<file path="config.mk">
export PLATFORM = sky130hd
export DESIGN_NAME = i2c_cond_detect
export DESIGN_NICKNAME = d
export VERILOG_FILES = /design/src/rtl/i2c_cond_pkg.sv /design/src/rtl/i2c_line_sync.sv /design/src/rtl/i2c_glitch_filter.sv /design/src/rtl/i2c_event_decode.sv /design/src/rtl/i2c_cond_detect.sv
export SDC_FILE = /design/constraint.sdc
export NUM_CORES = 1
export LEC_CHECK = 0
export ABC_AREA = 1
export BUFFER_PORTS_ARGS = -buffer_cell sky130_fd_sc_hd__buf_2
export CAP_MARGIN = 20
export CORE_UTILIZATION = 35
export DETAILED_ROUTE_END_ITERATION = 12
export MAX_ROUTING_LAYER = met4
export PLACE_DENSITY = 0.55
export SYNTH_ARGS = -nofsm -noshare
export SYNTH_HDL_FRONTEND = slang
export SYNTH_SLANG_ARGS = --single-unit
</file>
<file path="constraint.sdc">
create_clock -name clk -period 1.6 [get_ports clk]
set_clock_uncertainty 0.15 [all_clocks]
set_input_delay 0 -clock clk [delete_from_list [all_inputs] [get_ports clk]]
set_output_delay 0 -clock clk [all_outputs]
set_load 0.05 [all_outputs]
</file>
<file path="src/rtl/i2c_cond_pkg.sv">
package i2c_cond_pkg;

  // Width of a counter that must hold values 0 .. n-1.
  function automatic int unsigned hold_cnt_width(input int unsigned n);
    return (n < 2) ? 1 : $clog2(n);
  endfunction

  // SDA falls while SCL is high on both sides of the change.
  function automatic logic is_start(input logic scl_prev, input logic sda_prev,
                                    input logic scl_now,  input logic sda_now);
    return scl_prev & scl_now & sda_prev & ~sda_now;
  endfunction

  // SDA rises while SCL is high on both sides of the change.
  function automatic logic is_stop(input logic scl_prev, input logic sda_prev,
                                   input logic scl_now,  input logic sda_now);
    return scl_prev & scl_now & ~sda_prev & sda_now;
  endfunction

  function automatic logic is_rise(input logic prev, input logic now);
    return ~prev & now;
  endfunction

  function automatic logic is_fall(input logic prev, input logic now);
    return prev & ~now;
  endfunction

endpackage

</file>
<file path="src/rtl/i2c_line_sync.sv">
module i2c_line_sync #(
  parameter int unsigned STAGES = 2
) (
  input  logic clk,
  input  logic rst_n,
  input  logic raw_i,
  output logic sync_o
);
  // The idle level of an I2C line is high, so the chain resets to ones.
  logic [STAGES-1:0] chain_q;

  always_ff @(posedge clk or negedge rst_n) begin
    if (!rst_n) chain_q <= '1;
    else        chain_q <= {chain_q[STAGES-2:0], raw_i};
  end

  assign sync_o = chain_q[STAGES-1];
endmodule

</file>
<file path="src/rtl/i2c_glitch_filter.sv">
module i2c_glitch_filter
  import i2c_cond_pkg::*;
#(
  parameter int unsigned HOLD_CYCLES = 4
) (
  input  logic clk,
  input  logic rst_n,
  input  logic in_i,
  output logic level_o
);
  localparam int unsigned CNT_W = hold_cnt_width(HOLD_CYCLES);
  localparam logic [CNT_W-1:0] LAST = CNT_W'(HOLD_CYCLES - 1);

  logic [CNT_W-1:0] run_q;
  logic             level_q;
  logic             differs;

  assign differs = (in_i != level_q);

  // Count consecutive cycles in which the input disagrees with the held
  // level. Any agreeing cycle restarts the count.
  always_ff @(posedge clk or negedge rst_n) begin
    if (!rst_n) begin
      run_q   <= '0;
      level_q <= 1'b1;
    end else if (!differs) begin
      run_q   <= '0;
    end else if (run_q == LAST) begin
      run_q   <= '0;
      level_q <= in_i;
    end else begin
      run_q   <= run_q + 1'b1;
    end
  end

  assign level_o = level_q;
endmodule

</file>
<file path="src/rtl/i2c_event_decode.sv">
module i2c_event_decode
  import i2c_cond_pkg::*;
(
  input  logic clk,
  input  logic rst_n,
  input  logic scl_i,
  input  logic sda_i,
  output logic start_o,
  output logic stop_o,
  output logic rise_o,
  output logic fall_o,
  output logic idle_o
);
  logic scl_prev_q, sda_prev_q, busy_q;

  always_ff @(posedge clk or negedge rst_n) begin
    if (!rst_n) begin
      scl_prev_q <= 1'b1;
      sda_prev_q <= 1'b1;
    end else begin
      scl_prev_q <= scl_i;
      sda_prev_q <= sda_i;
    end
  end

  assign start_o = is_start(scl_prev_q, sda_prev_q, scl_i, sda_i);
  assign stop_o  = is_stop (scl_prev_q, sda_prev_q, scl_i, sda_i);
  assign rise_o  = is_rise (scl_prev_q, scl_i);
  assign fall_o  = is_fall (scl_prev_q, scl_i);

  // A transfer opens at any START (including a repeated one) and closes at STOP.
  always_ff @(posedge clk or negedge rst_n) begin
    if (!rst_n)       busy_q <= 1'b0;
    else if (start_o) busy_q <= 1'b1;
    else if (stop_o)  busy_q <= 1'b0;
  end

  assign idle_o = ~busy_q;
endmodule

</file>
<file path="src/rtl/i2c_cond_detect.sv">
module i2c_cond_detect #(
  parameter int unsigned SYNC_STAGES   = 2,
  parameter int unsigned GLITCH_CYCLES = 4
) (
  input  logic clk,
  input  logic rst_n,
  input  logic scl_raw_i,
  input  logic sda_raw_i,
  output logic scl_o,
  output logic sda_o,
  output logic start_o,
  output logic stop_o,
  output logic scl_rise_o,
  output logic scl_fall_o,
  output logic bus_idle_o
);
  localparam int unsigned NUM_LINES = 2;
  localparam int unsigned SCL_IDX   = 0;
  localparam int unsigned SDA_IDX   = 1;

  logic [NUM_LINES-1:0] raw_lines;
  logic [NUM_LINES-1:0] sync_lines;
  logic [NUM_LINES-1:0] clean_lines;

  // Named internal wires, observed by the bound checker.
  logic scl_sync_w, sda_sync_w;

  assign raw_lines[SCL_IDX] = scl_raw_i;
  assign raw_lines[SDA_IDX] = sda_raw_i;

  for (genvar g = 0; g < NUM_LINES; g++) begin : g_line
    i2c_line_sync #(.STAGES(SYNC_STAGES)) sync_i (
      .clk    (clk),
      .rst_n  (rst_n),
      .raw_i  (raw_lines[g]),
      .sync_o (sync_lines[g])
    );
    i2c_glitch_filter #(.HOLD_CYCLES(GLITCH_CYCLES)) filt_i (
      .clk     (clk),
      .rst_n   (rst_n),
      .in_i    (sync_lines[g]),
      .level_o (clean_lines[g])
    );
  end

  assign scl_sync_w = sync_lines[SCL_IDX];
  assign sda_sync_w = sync_lines[SDA_IDX];
  assign scl_o      = clean_lines[SCL_IDX];
  assign sda_o      = clean_lines[SDA_IDX];

  i2c_event_decode dec_i (
    .clk     (clk),
    .rst_n   (rst_n),
    .scl_i   (clean_lines[SCL_IDX]),
    .sda_i   (clean_lines[SDA_IDX]),
    .start_o (start_o),
    .stop_o  (stop_o),
    .rise_o  (scl_rise_o),
    .fall_o  (scl_fall_o),
    .idle_o  (bus_idle_o)
  );
endmodule

</file>
# --- After elaboration in Yosys (flattened, before gate mapping) ---
# Index checks and enable logic that the tools add are counted.
word_totals:
  ff_bits: 13
  input_bits: 4
  out_inout_bits: 7
  wordCells: 36
classes:
  addsub: 2
  eq_ne: 4
  mux: 6
  bitwise_logic: 12
  reduce_logical: 3
op_table:
  columns: ["cell", "count"]
  rows:
  - ["2-bit 2-to-1 mux", 4]
  - ["1-bit bitwise AND", 7]
  - ["1-bit NOT", 5]
  - ["2-bit by 1-bit adder with 2-bit output, second input constant", 2]
  - ["2-bit == test, second input constant", 2]
  - ["2-bit AND reduction", 2]
  - ["1-bit 2-to-1 mux", 2]
  - ["1-bit != test", 2]
  - ["2-bit nonzero test", 1]

# --- Longest topological paths before layout ---
# Gate-level depths: netlist of the first run.
depth:
  ltp_word: 5
  ltp_mapped: 5
  mapped_depth_nobuf: 5

# --- Cells and area by module ---
# A second synthesis of the first run with hierarchy kept.
hier_totals:
  hier_cells: 52
  area_unflattened_um2: 508.0
by_module_without_submodules:
  columns: ["module", "instances", "cells_per_inst", "area_each_um2", "seq_area_each_um2"]
  rows:
  - ["i2c_glitch_filter", 2, 15, 133.9, 76.3]
  - ["i2c_event_decode", 1, 18, 135.1, 77.6]
  - ["i2c_line_sync", 2, 2, 52.6, 52.6]

# --- Worst setup path before layout of the first run ---
# Ideal clock, no wire load.
synth_path:
  path_type: "register -> output"
  from: "register g_line[0].filt_i.level_q"
  to: "output scl_rise_o"
  t_arrival_ps: 1456
  required_time_ps: 1450
  setup_slack_ps: -6
  path_stages_with_launch: 3
  n_path_buf: 0
  path_cell_list: "dfstp_2 inv_1 nor2_1"
synth_between:
  elab_chain_cells: 1
synth_lines:
  columns: ["element", "line", "rtl"]
  rows:
  - ["start: declaration", "i2c_glitch_filter.sv:15", "logic level_q;"]
  - ["start signal: assignment", "i2c_glitch_filter.sv:30", "level_q <= in_i;"]
  - ["1-bit bitwise AND", "i2c_cond_pkg.sv:21", "return ~prev & now;"]
  - ["end: declaration", "i2c_cond_detect.sv:13", "output logic scl_rise_o,"]
# Every way passes these cells.

# --- Final worst setup path of the first run ---
layout_path:
  from: "register g_line[0].filt_i.level_q"
  to: "output start_o"
layout_between:
  elab_chain_cells: 3
layout_lines:
  columns: ["element", "line", "rtl"]
  rows:
  - ["1-bit bitwise AND (3 in series)", "i2c_cond_pkg.sv:11", "return scl_prev & scl_now & sda_prev & ~sda_now;"]
  - ["end: declaration", "i2c_cond_detect.sv:11", "output logic start_o,"]
# Every way passes these cells.

==> flow_summary.yaml, run 1 <==
sta:
  grt_setup_unrepaired: "no"
  max_freq_ghz: 0.667
  maxSlewViolCount: 0
  fin_crit_sh_pct: 93.7
  finalHoldViolCount: 0
  worstMarginPinSlew_ps: 263
  slew_headroom_pct: 82.4
  fin_ws_ps: 101
  setup_violations: 0
  setup_tns_ps: 0
  fin_crit_ps: 1500
routing:
  detail-route-antenna-nets: 0
  drt_iter0_drc: 1
  wl_met2_um: 306
  wl_met3_um: 26
  via_count: 316
  drt-total-wl_um: 683
  vias_per_cell: 4.10
  wl_met1_um: 350
  avgRoutedWirePerCell_um: 8.87
  post-route-drc-count: 0
  first_pass_iters: 2
  top_layer_used: "met3"
final_layout:
  fin_cells: 77
  fin_util_pct: 48.3
  fin_area_um2: 628
  num-nets-final: 69
  syn_to_final_growth_pct: 28.7
  diodes: 0
  layout-drive-gt1-share_pct: 35.5
  final.fill_count: 138
global_route:
  gr-usage-all-layers_pct: 12.8
  grt-ovfl-total: 0
  antenna_found_initial: 0
  grt_pass1_vias: 289
  grt_start_max_net_pins: 10
  grt_pass1_wl_mm: 1.21
die:
  die_width_um: 39.3
  die_area_um2: 1550
  initial_core_util_pct: 37.5
  num_io_pins: 11
  die_y_um: 39.3
  coreArea_um2: 1300
  rows: 13
critical_path:
  r2r-start: "g_line[1].filt_i.run_q[0]"
  worstPathCellList: "nand2_1, clkinv_1, nand3_1, inv_1, buf_2"
  crit_path_end_kind: "output pin"
  cp_top_family: "flip-flops"
  critical_path.max_fanout: 6
  crit_path_start_kind: "flop"
  cp_data_required_time_ps: 1450
  slowest_delay_ps: 590
  critPathArrivalTime_ps: 1350
  reg2reg_slack_ps: 460
  r2r_end: "g_line[1].filt_i.run_q[0]"
  crit_buf_inv: 3
  crit_type: "flop to output pin"
  reg2regPathDepth: 3
  cp_slowest_cell: "dfstp_2"
yosys:
  syn_inst: 44
  yosys.area.top_type: "dfstp_2"
  syn_area_um2: 488
  synth-seq-cells: 13
  synthDistinctLibCells: 12
  avgSynthCellArea_um2: 11.1
  syn_nets: 50
  yosysWarningCount: 0
  synth.top_cell.area_share_pct: 43.1
  yosysSeqAreaShare_pct: 68.7
  yosys-top-cells-area: "dfstp_2, dfrtp_1, inv_1"
clock_network:
  clk_path_buf_depth: 2
  cts_buffers: 3
  cts.sinks: 13
  insertion_delay_ps: 260
  ctsHtreeMaxLevel: 1
  root_buffer: "clkbuf_4"
  cts_tree: "done"
  post_cts_buffers: 0
  clkSlewWorstSetupHoldPaths_ps: 70
place:
  dpl.hpwl_um: 468
  gp_congestion: 0.682
  preCtsSetupSlack_ps: 385
  numPortBuffers: 10
  post_dp_cell_area_um2: 559
  dp.cells: 69
pwr:
  p_int_mw: 0.703
  leakage_nw: 0.327
  vdd_ir_drop_max_mv: 0.858
  pwr-share-comb_pct: 40.1
  switching_power_mw: 0.519
  powerDensity_nw_per_um2: 1950
  clkPwrFrac_pct: 15.8
  pwr-share-seq_pct: 44.1
  switching_share_pct: 42.5
flow_run:
  maxCapViolations: 0
hold_path:
  hold_path.class: "primary input to asynchronous set/reset pin"
run_status:
  status: "complete, no violations"
layer usage:
metal	global-route usage, %	vias to the layer above
met4	5.17	0
met1	17.1	140
li1	-	167
met5	-	-
met2	17.1	9
met3	5.11	0
how the worst max path moves through the flow:
stage | slack [ps] | end | start | depth (start not counted)
4_1_cts | 80 | start_o | g_line[0].filt_i.level_o | 5
5_1_grt | 20 | start_o | g_line[0].filt_i.level_o | 5
6_report | 100 | start_o | g_line[0].filt_i.level_o | 5
3_3_place_gp | 400 | stop_o | g_line[1].filt_i.level_o | 5
2_1_floorplan | 190 | stop_o | g_line[1].filt_i.level_o | 4
3_5_place_dp | 390 | start_o | g_line[0].filt_i.level_o | 5
worst register-to-register path: stages, from the launching register on:
cell	delay (ps)
dfrtp_1	380
ha_1	220
or2_0	220
nor2_1	100
sequential cells by signal, indices dropped and copies added, names as in the netlist:
signal / count
g_line.filt_i.run_q: 4
g_line.sync_i.chain_q: 4
g_line.filt_i.level_o: 2
dec_i.busy_q: 1
dec_i.scl_prev_q: 1
dec_i.sda_prev_q: 1
timing repair:
item | in CTS | in global routing
setup endpoints to repair | 0 | 1
gates resized for setup | 0 | 1
hold buffers | 4 | 0
hold endpoints to repair | 15 | 0
power groups by stage:
stage | clock network [mW] | registers [mW] | logic [mW]
after floorplan | 0 | 0.614 | 0.311
after global placement | 0 | 0.540 | 0.485
after detailed placement | 0 | 0.546 | 0.485
after CTS | 0.205 | 0.540 | 0.495
after global routing | 0.226 | 0.557 | 0.553
final | 0.193 | 0.539 | 0.490
stage by stage:
step / hold slack, ps / total power [mW]
floorplan: -446 / 0.924
global placement: -251 / 1.02
detailed placement: -256 / 1.03
CTS: 155 / 1.24
global route: 175 / 1.34
finish: 158 / 1.22
cells in the mapped netlist (all sizes together):
cell,count
clkinv,1
dfrtp,5
dfstp,8
ha,2
inv,8
nand2,6
nand3,1
nor2,7
o21ai,2
or2,2
xnor2,2
placed cells by master, fill, tap and decap left out:
cell type and n:
nand2_1 6, clkinv_1 1, ha_1 2, inv_1 8
or2_1 1, or2_0 1, nor2_2 1, xnor2_1 2
o21ai_0 2, dlygate4sd3_1 4, nand3_1 1, nor2_1 6
dfstp_2 8, clkbuf_1 1, clkbuf_4 4, buf_2 9
dfrtp_1 5
kinds of logic after synthesis:
family | synth area share [%]
AO/OA/AOI/OAI | 2.05
XOR/XNOR | 3.59
adder cells (fa/ha/maj) | 5.13
buffers and inverters | 6.92
flip-flops | 68.7
AND/OR/NAND/NOR | 13.6
final cells by class:
type	instances	area [µm²]	share of cell area [%]
flip-flops and latches	13	335	53.4
multi-input cells	22	121	19.3
repair buffers	14	92.6	14.7
inverters	9	33.8	5.38
clock buffers	4	26.3	4.18
well taps	15	18.8	2.99
Note: power is estimated with default switching activity, not from simulation.
==> inputs of run 2 (changes only) <==
--- a/config.mk
+++ b/config.mk
@@ -8,6 +8,7 @@
 export ABC_AREA = 1
 export BUFFER_PORTS_ARGS = -buffer_cell sky130_fd_sc_hd__buf_2
 export CAP_MARGIN = 20
+export CORE_MARGIN = 2
 export CORE_UTILIZATION = 35
 export DETAILED_ROUTE_END_ITERATION = 12
 export MAX_ROUTING_LAYER = met4
==> run 2 against run 1 <==
Design area decreased by 0.40%. Non-clock buffer count unchanged. Clock-buffer cell count unchanged. Routed wire length decreased by 3.1%. Sequential share of layout area increased by 0.21 points. Combinational power about the same. Maximum frequency increased by 0.43%. Clock power decreased by 3%. Utilization decreased by 0.19 points. Critical path type unchanged. Largest power group unchanged.
==> flow_summary.yaml, run 2 (synthesis gave the netlist of run 1 again) <==
run_status:
  status: "complete, no violations"
global_route:
  antenna_found_initial: 0
  grt_pass1_wl_mm: 1.19
  gr-usage-all-layers_pct: 12.1
  grt_start_max_net_pins: 10
  grt-ovfl-total: 0
  grt_pass1_vias: 292
place:
  gp_congestion: 0.639
  post_dp_cell_area_um2: 559
  dpl.hpwl_um: 461
  numPortBuffers: 10
routing:
  via_count: 312
  avgRoutedWirePerCell_um: 8.60
  first_pass_iters: 4
  drt_iter0_drc: 3
  detail-route-antenna-nets: 0
  drt-total-wl_um: 662
  vias_per_cell: 4.05
  post-route-drc-count: 0
clock_network:
  cts.sinks: 13
  clkSlewWorstSetupHoldPaths_ps: 70
  clk_path_buf_depth: 2
  ctsHtreeMaxLevel: 1
  root_buffer: "clkbuf_4"
  cts_buffers: 3
  post_cts_buffers: 0
  cts_tree: "done"
  insertion_delay_ps: 260
pwr:
  leakage_nw: 0.327
  vdd_ir_drop_max_mv: 0.802
  powerDensity_nw_per_um2: 1940
critical_path:
  reg2regPathDepth: 3
  crit_path_start: "g_line[0].filt_i.level_o"
  crit_path_start_kind: "flop"
  r2r-start: "g_line[0].filt_i.run_q[0]"
  critical_path.max_fanout: 6
  crit_type: "flop to output pin"
  reg2reg_slack_ps: 450
  critPathArrivalTime_ps: 1340
  crit_path_end_kind: "output pin"
  r2r_end: "g_line[0].filt_i.run_q[0]"
  cp_data_required_time_ps: 1450
sta:
  fin_crit_ps: 1490
  setup_tns_ps: 0
  slew_headroom_pct: 82.5
  max_freq_ghz: 0.670
  worstMarginPinSlew_ps: 262
  setup_violations: 0
  finalHoldViolCount: 0
  grt_setup_unrepaired: "no"
  maxSlewViolCount: 0
  fin_crit_sh_pct: 93.3
die:
  die_area_um2: 1710
  die_width_um: 41.3
  num_io_pins: 11
  initial_core_util_pct: 37.5
  rows: 13
  die_y_um: 41.3
  coreArea_um2: 1300
final_layout:
  layout-drive-gt1-share_pct: 35.5
  final.fill_count: 120
  final_cell_mix: "buf_2, inv_1, dfstp_2"
  num-nets-final: 69
  fin_area_um2: 626
  diodes: 0
  layout_commonest_cell: "buf_2"
  syn_to_final_growth_pct: 28.2
flow_run:
  maxCapViolations: 0
hold_path:
  hold_path.class: "primary input to asynchronous set/reset pin"
[run 2: cell count changes in the layout (fill, tap and decap cells not counted)]
cell	delta
clkbuf_4	-1
buf_2	+1
[run 2: critical path, cell delays in order, from the launching register on]
cell and delay, ps:
dfstp_2 580, nand2_1 70, clkinv_1 50, nand3_1 70, inv_1 50, buf_2 250
[run 2: final cells by class]
type | count | area (µm²) | area share, %
sequential | 13 | 335 | 53.6
tap | 15 | 18.8 | 3.00
timing repair buffer | 14 | 90.1 | 14.4
clock buffer | 4 | 26.3 | 4.20
inverter | 9 | 33.8 | 5.40
multi-input combinational | 22 | 121 | 19.4
[run 2: through the flow]
step | power (mW) | util [%] | std cells | hold slack [ps] | setup slack (ps)
final | 1.21 | 48.1 | 77 | 170 | 108
after global routing | 1.32 | 48.1 | 77 | 190 | 14.7
after CTS | 1.23 | 48.1 | 77 | 163 | 79.8
after detailed placement | 1.03 | 43.0 | 69 | -254 | 386
after global placement | 1.03 | 43.0 | 69 | -256 | 380
after floorplan | 0.924 | - | 44 | -446 | 194
[run 2: worst max-delay path by stage]
| stage | endpoint | slack, ps | cells after the start |
|---|---|---|---|
| 2_1_floorplan | stop_o | 190 | 4 |
| 3_3_place_gp | start_o | 380 | 5 |
| 3_5_place_dp | start_o | 390 | 5 |
| 4_1_cts | start_o | 80 | 5 |
| 5_1_grt | stop_o | 10 | 5 |
| 6_report | start_o | 110 | 5 |
[run 2: report_power, final]
part / leakage (nW) / internal [mW] / switching [mW]
Sequential: 0.148 / 0.468 / 0.0700
Clock: 0.0150 / 0.0963 / 0.0915
Combinational: 0.164 / 0.137 / 0.349
Total: 0.327 / 0.702 / 0.511
[run 2: what timing repair did]
item,4_1_cts,5_1_grt
endpoints found under the hold margin,15,0
hold buffers,4,0
gates resized for setup,0,0
[run 2: per-layer routing]
layer | vias up | GRT usage, % | wire (µm)
met5 | - | - | 0
met4 | 0 | 4.84 | 6
met3 | 2 | 7.98 | 35
met2 | 10 | 16.8 | 270
met1 | 135 | 13.7 | 349
li1 | 165 | - | -
